`config.mk`:
```
export PLATFORM = sky130hd
export DESIGN_NAME = dt_insert
export DESIGN_NICKNAME = d
export VERILOG_FILES = /design/src/rtl/dt_pkg.sv /design/src/rtl/dt_rst_sync.sv /design/src/rtl/dt_cfg_reg.sv /design/src/rtl/dt_tick_gen.sv /design/src/rtl/dt_core.sv /design/src/rtl/dt_insert.sv
export SDC_FILE = /design/constraint.sdc
export NUM_CORES = 1
export LEC_CHECK = 0
export BUFFER_PORTS_ARGS = -buffer_cell sky130_fd_sc_hd__buf_2
export CAP_MARGIN = 20
export CORE_ASPECT_RATIO = 1.25
export CORE_MARGIN = 2
export CORE_UTILIZATION = 35
export CTS_BUF_LIST = sky130_fd_sc_hd__clkbuf_16
export DETAILED_ROUTE_END_ITERATION = 10
export PLACE_DENSITY_LB_ADDON = 0.08
export SYNTH_ARGS = -nofsm -noshare
export SYNTH_HDL_FRONTEND = slang
export SYNTH_SLANG_ARGS = --single-unit
```
`constraint.sdc`:
```
create_clock -name clk -period 1 [get_ports clk]
set_input_delay 0.25 -clock clk [delete_from_list [all_inputs] [get_ports clk]]
set_output_delay 0.25 -clock clk [all_outputs]
set_load 0.01 [all_outputs]
```
`src/rtl/dt_pkg.sv`:
```
package dt_pkg;
  localparam int PH_W  = 2;
  localparam int PRE_W = 2;

  typedef enum logic [1:0] {
    RATE_D2  = 2'b00,
    RATE_D4  = 2'b01,
    RATE_D8  = 2'b10,
    RATE_D16 = 2'b11
  } rate_e;

  // last prescaler value before a decrement is released
  function automatic logic [PRE_W-1:0] pre_last(input rate_e r);
    case (r)
      RATE_D8:  pre_last = PRE_W'(1);
      RATE_D16: pre_last = PRE_W'(3);
      default:  pre_last = PRE_W'(0);
    endcase
  endfunction
endpackage

```
`src/rtl/dt_rst_sync.sv`:
```
module dt_rst_sync #(
  parameter int STAGES = 2
) (
  input  logic clk,
  input  logic arst_n,
  output logic srst_n
);
  logic [STAGES-1:0] sh_q;
  logic [STAGES-1:0] sh_d;

  always_comb sh_d = {sh_q[STAGES-2:0], 1'b1};

  always_ff @(posedge clk or negedge arst_n) begin
    if (!arst_n) sh_q <= '0;
    else         sh_q <= sh_d;
  end

  assign srst_n = sh_q[STAGES-1];
endmodule

```
`src/rtl/dt_cfg_reg.sv`:
```
module dt_cfg_reg
  import dt_pkg::*;
#(
  parameter int CNT_W = 6
) (
  input  logic             clk,
  input  logic             rst_n,
  input  logic             we,
  input  logic [CNT_W-1:0] cnt_in,
  input  logic [1:0]       rate_in,
  output logic [CNT_W-1:0] cnt_q,
  output rate_e            rate_q
);
  logic [CNT_W-1:0] cnt_d;
  rate_e            rate_d;

  always_comb begin
    cnt_d  = cnt_q;
    rate_d = rate_q;
    if (we) begin
      cnt_d  = cnt_in;
      rate_d = rate_e'(rate_in);
    end
  end

  always_ff @(posedge clk or negedge rst_n) begin
    if (!rst_n) begin
      cnt_q  <= '0;
      rate_q <= RATE_D2;
    end else begin
      cnt_q  <= cnt_d;
      rate_q <= rate_d;
    end
  end
endmodule

```
`src/rtl/dt_tick_gen.sv`:
```
module dt_tick_gen
  import dt_pkg::*;
(
  input  logic             clk,
  input  logic             rst_n,
  input  logic [PH_W-1:0]  phase,
  input  logic [PH_W-1:0]  match_phase,
  input  logic             base_fast,
  input  rate_e            rate,
  input  logic             clr,
  output logic             tick,
  output logic [PRE_W-1:0] pre_o
);
  logic [PRE_W-1:0] pre_q;
  logic [PRE_W-1:0] pre_d;
  logic             qual;
  logic             wrap;

  // phase qualification
  always_comb begin
    if (!base_fast) begin
      if (rate == RATE_D2) qual = (phase[0] == 1'b0);
      else                 qual = (phase == '0);
    end else begin
      if (rate == RATE_D2) qual = (phase[0] == match_phase[0]);
      else                 qual = (phase == match_phase);
    end
  end

  always_comb begin
    wrap  = (pre_q == pre_last(rate));
    tick  = qual && !clr && wrap;
    pre_d = pre_q;
    if (clr)       pre_d = '0;
    else if (qual) pre_d = wrap ? '0 : pre_q + PRE_W'(1);
  end

  always_ff @(posedge clk or negedge rst_n) begin
    if (!rst_n) pre_q <= '0;
    else        pre_q <= pre_d;
  end

  assign pre_o = pre_q;
endmodule

```
`src/rtl/dt_core.sv`:
```
module dt_core #(
  parameter int CNT_W = 6
) (
  input  logic             clk,
  input  logic             rst_n,
  input  logic             pwm_in,
  input  logic [CNT_W-1:0] load_val,
  input  logic             tick,
  output logic             reload,
  output logic             hi_o,
  output logic             lo_o
);
  logic             pwm_q, pwm_d;
  logic [CNT_W-1:0] cnt_q, cnt_d;
  logic             busy_q, busy_d;
  logic             hi_q, hi_d;
  logic             lo_q, lo_d;

  always_comb begin
    reload = pwm_in ^ pwm_q;
    pwm_d  = pwm_in;
    cnt_d  = cnt_q;
    busy_d = busy_q;
    hi_d   = hi_q;
    lo_d   = lo_q;
    if (reload) begin
      cnt_d = load_val;
      if (load_val == '0) begin
        busy_d = 1'b0;
        hi_d   = pwm_in;
        lo_d   = !pwm_in;
      end else begin
        busy_d = 1'b1;
        hi_d   = 1'b0;
        lo_d   = 1'b0;
      end
    end else if (busy_q && tick) begin
      cnt_d = cnt_q - CNT_W'(1);
      if (cnt_q == CNT_W'(1)) begin
        busy_d = 1'b0;
        hi_d   = pwm_q;
        lo_d   = !pwm_q;
      end
    end
  end

  always_ff @(posedge clk or negedge rst_n) begin
    if (!rst_n) begin
      pwm_q  <= 1'b0;
      cnt_q  <= '0;
      busy_q <= 1'b0;
      hi_q   <= 1'b0;
      lo_q   <= 1'b0;
    end else begin
      pwm_q  <= pwm_d;
      cnt_q  <= cnt_d;
      busy_q <= busy_d;
      hi_q   <= hi_d;
      lo_q   <= lo_d;
    end
  end

  assign hi_o = hi_q;
  assign lo_o = lo_q;
endmodule

```
`src/rtl/dt_insert.sv`:
```
module dt_insert
  import dt_pkg::*;
#(
  parameter int CNT_W = 6
) (
  input  logic             clk,
  input  logic             rst_n,
  input  logic             cfg_we,
  input  logic [CNT_W-1:0] cfg_count,
  input  logic [1:0]       cfg_psel,
  input  logic [1:0]       phase,
  input  logic [1:0]       match_phase,
  input  logic             base_fast,
  input  logic             pwm_in,
  output logic             gate_hi,
  output logic             gate_lo
);
  logic             srst_n;
  logic [CNT_W-1:0] dt_cnt;
  rate_e            dt_rate;
  logic             reload;
  logic             tick;
  logic             pre_clr;
  logic [PRE_W-1:0] pre_val;

  dt_rst_sync #(.STAGES(2)) u_rst (
    .clk    (clk),
    .arst_n (rst_n),
    .srst_n (srst_n)
  );

  dt_cfg_reg #(.CNT_W(CNT_W)) u_cfg (
    .clk     (clk),
    .rst_n   (srst_n),
    .we      (cfg_we),
    .cnt_in  (cfg_count),
    .rate_in (cfg_psel),
    .cnt_q   (dt_cnt),
    .rate_q  (dt_rate)
  );

  assign pre_clr = reload | cfg_we;

  dt_tick_gen u_tick (
    .clk         (clk),
    .rst_n       (srst_n),
    .phase       (phase),
    .match_phase (match_phase),
    .base_fast   (base_fast),
    .rate        (dt_rate),
    .clr         (pre_clr),
    .tick        (tick),
    .pre_o       (pre_val)
  );

  dt_core #(.CNT_W(CNT_W)) u_core (
    .clk      (clk),
    .rst_n    (srst_n),
    .pwm_in   (pwm_in),
    .load_val (dt_cnt),
    .tick     (tick),
    .reload   (reload),
    .hi_o     (gate_hi),
    .lo_o     (gate_lo)
  );
endmodule

```
==> reports/results.ini <==
[clock_network]
root_buffer=clkbuf_16
clk_latency_ns=0.26
clk_pin_slew_ns=0.06
cts_buffers=3
cts_tree=yes
clock_sinks=22
cts.htree.levels=1
cts.path.max_buffers=2

[timing]
fin_worst_skew_ns=0.001366
fmaxAchievable_mhz=553.7
hold_ws_ns=0.2100
final_period_minus_worst_setup_slack_ns=1.806
hold_viol_final=0
fin_crit_sh_pct=180.6
worst_slack_ns=-0.8059
finalSetupTns_ns=-7.428
slew_viol_final=0
setup_viol=13
rsz0062_at_grt=true

[floorplanning]
initial_core_util_pct=37.12
boundaryPins=19
rows=22
chipWidth_um=54.23
dieArea_um2=3621
die_h_um=66.78
coreArea_um2=2973

[cells_and_area]
drive_above_1_share_pct=49.07
seq_area_um2=550.5
design_area_um2=1699
diodes=0
area_growth_syn_to_layout_pct=53.97
nFillCells=282
mostFrequentLayoutCell=buf_4
final_nets=181
mostFrequentLayoutCells=buf_4 (38), dfrtp_1 (22), buf_2 (18)
multi_input_area_um2=586.8

[power_and_ir_drop]
p_leak_nw=0.8166
p_per_area_nw_per_um2=1690
ir_drop_v=0.001000
p_total_w=0.002872

[critical_path]
crit_fanout=3
worst-r2r-setup-slack_ns=-0.81
cp_slowest_stage_delay_ns=0.53
cpLargestDelayFamily=simple AND/OR/NAND/NOR gates
crit_required_ns=1.19
path_buf_inv=0
cp_data_arrival_time_ns=2.00
worstSetupStartpointType=register
r2r_cells=5
regToRegStartpoint=u_tick.pre_o[0]
critPathKind=register to register
r2r_end=u_core.lo_o
cp_num_cells=5
cp-end-kind=register
cp_slowest_cell=or4b_4
path_cells=or4b_4, o22ai_4, nand3_4, or4_1, nand3_1

[detailed_routing]
drt_iter0_markers=9
drtAntennaViolNets=0
drt_wl_total_mm=2.623
route.top_layer_used=met4
wl_met3_um=80
drc_errors=0
routedWlPerCell_um=13.31
viasPerCell=4.888
route.met2.wl_mm=1.391
met1_length_mm=1.099
num_vias=963
first_pass_iters=4

[outcome]
status=finished with violations
failed_checks=setup timing

[yosys]
yosysSeqAreaShare_pct=49.89
ys_async_sr_fraction_pct=100.0
avgSynthCellArea_um2=10.93
synth-seq-cells=22
yosys_most_used_dff=dfrtp_1
yosysWarnings=0
syn_area_um2=1104
synth_cells=101
synth_nets=120
synth.distinct_cells=31
synth-edff-count=0

[place]
placed_cell_area_um2=1526
portBuffers=18
pre_cts_ws_ns=-0.8532
gp_congestion=0.7651
dp_hpwl_mm=2.032

[grt]
antenna_found_initial=0
grt_max_degree=21
gr-total-overflow=0
track_usage_pct=17.93
grt_pass1_wl_mm=4.581
grt_pass1_vias=1051

[min_path]
hp-class=register to asynchronous set/reset pin

[job]
cap_violations=0

-- worst register-to-register path, stage by stage, from the launching register on --
cell	delay, ns
dfrtp_1	0.38
or4b_4	0.53
o22ai_4	0.17
nand3_4	0.10
or4_1	0.47
nand3_1	0.09
-- cell type report --
class,count,area share [%]
inverters,4,0.8837
clock buffers,3,4.418
multi-input cells,73,34.54
clock inverters,1,1.767
repair buffers,58,23.34
flip-flops and latches,22,32.40
well taps,36,2.651
-- flip-flops by register name, summed over array words and instances, names as in the netlist --
signal and cells:
u_core.lo_o 1, u_cfg.rate_q 2, u_rst.sh_q 2, u_core.busy_q 1, u_core.pwm_q 1, u_cfg.cnt_q 6
u_core.hi_o 1, u_tick.pre_o 2, u_core.cnt_q 6
-- how the worst max path moves through the flow --
stage,start,end,slack [ns]
final,u_tick.pre_o[0],u_core.lo_o,-0.81
after floorplan,u_cfg.rate_q[1],u_core.lo_o,-0.89
after CTS,u_tick.pre_o[0],u_core.lo_o,-0.83
after global routing,u_tick.pre_o[0],u_core.lo_o,-0.87
after global placement,u_cfg.rate_q[1],u_core.lo_o,-0.84
after detailed placement,u_cfg.rate_q[1],u_core.lo_o,-0.85
-- per-stage QoR --
step | utilization, % | instances
6_report | 57.15 | 197
5_1_grt | 57.15 | 197
4_1_cts | 57.15 | 197
3_5_place_dp | 51.35 | 188
3_3_place_gp | 51.35 | 188
2_1_floorplan | - | 101
-- cell families after synthesis --
kind of cell,Yosys count,share of synthesized area (%)
adders and majority gates,2,2.267
other,1,0.3398
muxes,11,10.88
DFF,22,49.89
AOI/OAI and AO/OA,16,9.750
xor gates and xnor gates,8,6.349
buffers and inverters,6,2.040
and+or+nand+nor,35,18.48
-- repair_timing --
item / CTS / global route
gates cloned: 0 / 0
endpoints found under the hold margin: 2 / 0
setup buffers: 4 / 1
endpoints found under the setup margin: 13 / 13
pin swaps: 3 / 4
hold buffers: 1 / 0
resized for setup: 8 / 2
-- power breakdown --
group	internal, W	leakage, nW	switching (W)
Combinational	0.000402	0.500	0.000305
Sequential	0.000986	0.265	0.0000517
Clock	0.000795	0.0511	0.000332
Total	0.00218	0.817	0.000689
-- synthesized netlist by cell type (2+ instances only) --
cell type	number	share of area (%)
inv_1	4	1.4
mux2i_1	3	2.7
a21oi_1	2	0.91
nand4_1	4	2.3
nor3_1	6	2.7
o22ai_1	2	1.1
ha_1	2	2.3
nand2_1	8	2.7
xor2_1	6	4.8
mux2_2	8	8.2
and3b_1	2	1.6
or4_1	2	1.4
dfrtp_1	22	50
xnor2_1	2	1.6
nand3_1	2	0.91
o21ai_0	7	3.2
nor2_1	5	1.7
-- routing by layer --
layer / up-vias / global-route usage [%]
met3: 5 / 2.691
met5: - / 0
li1: 481 / -
met2: 16 / 32.08
met1: 461 / 19.94
met4: 0 / 8.438
No activity file was read; power rests on OpenSTA's default activity.
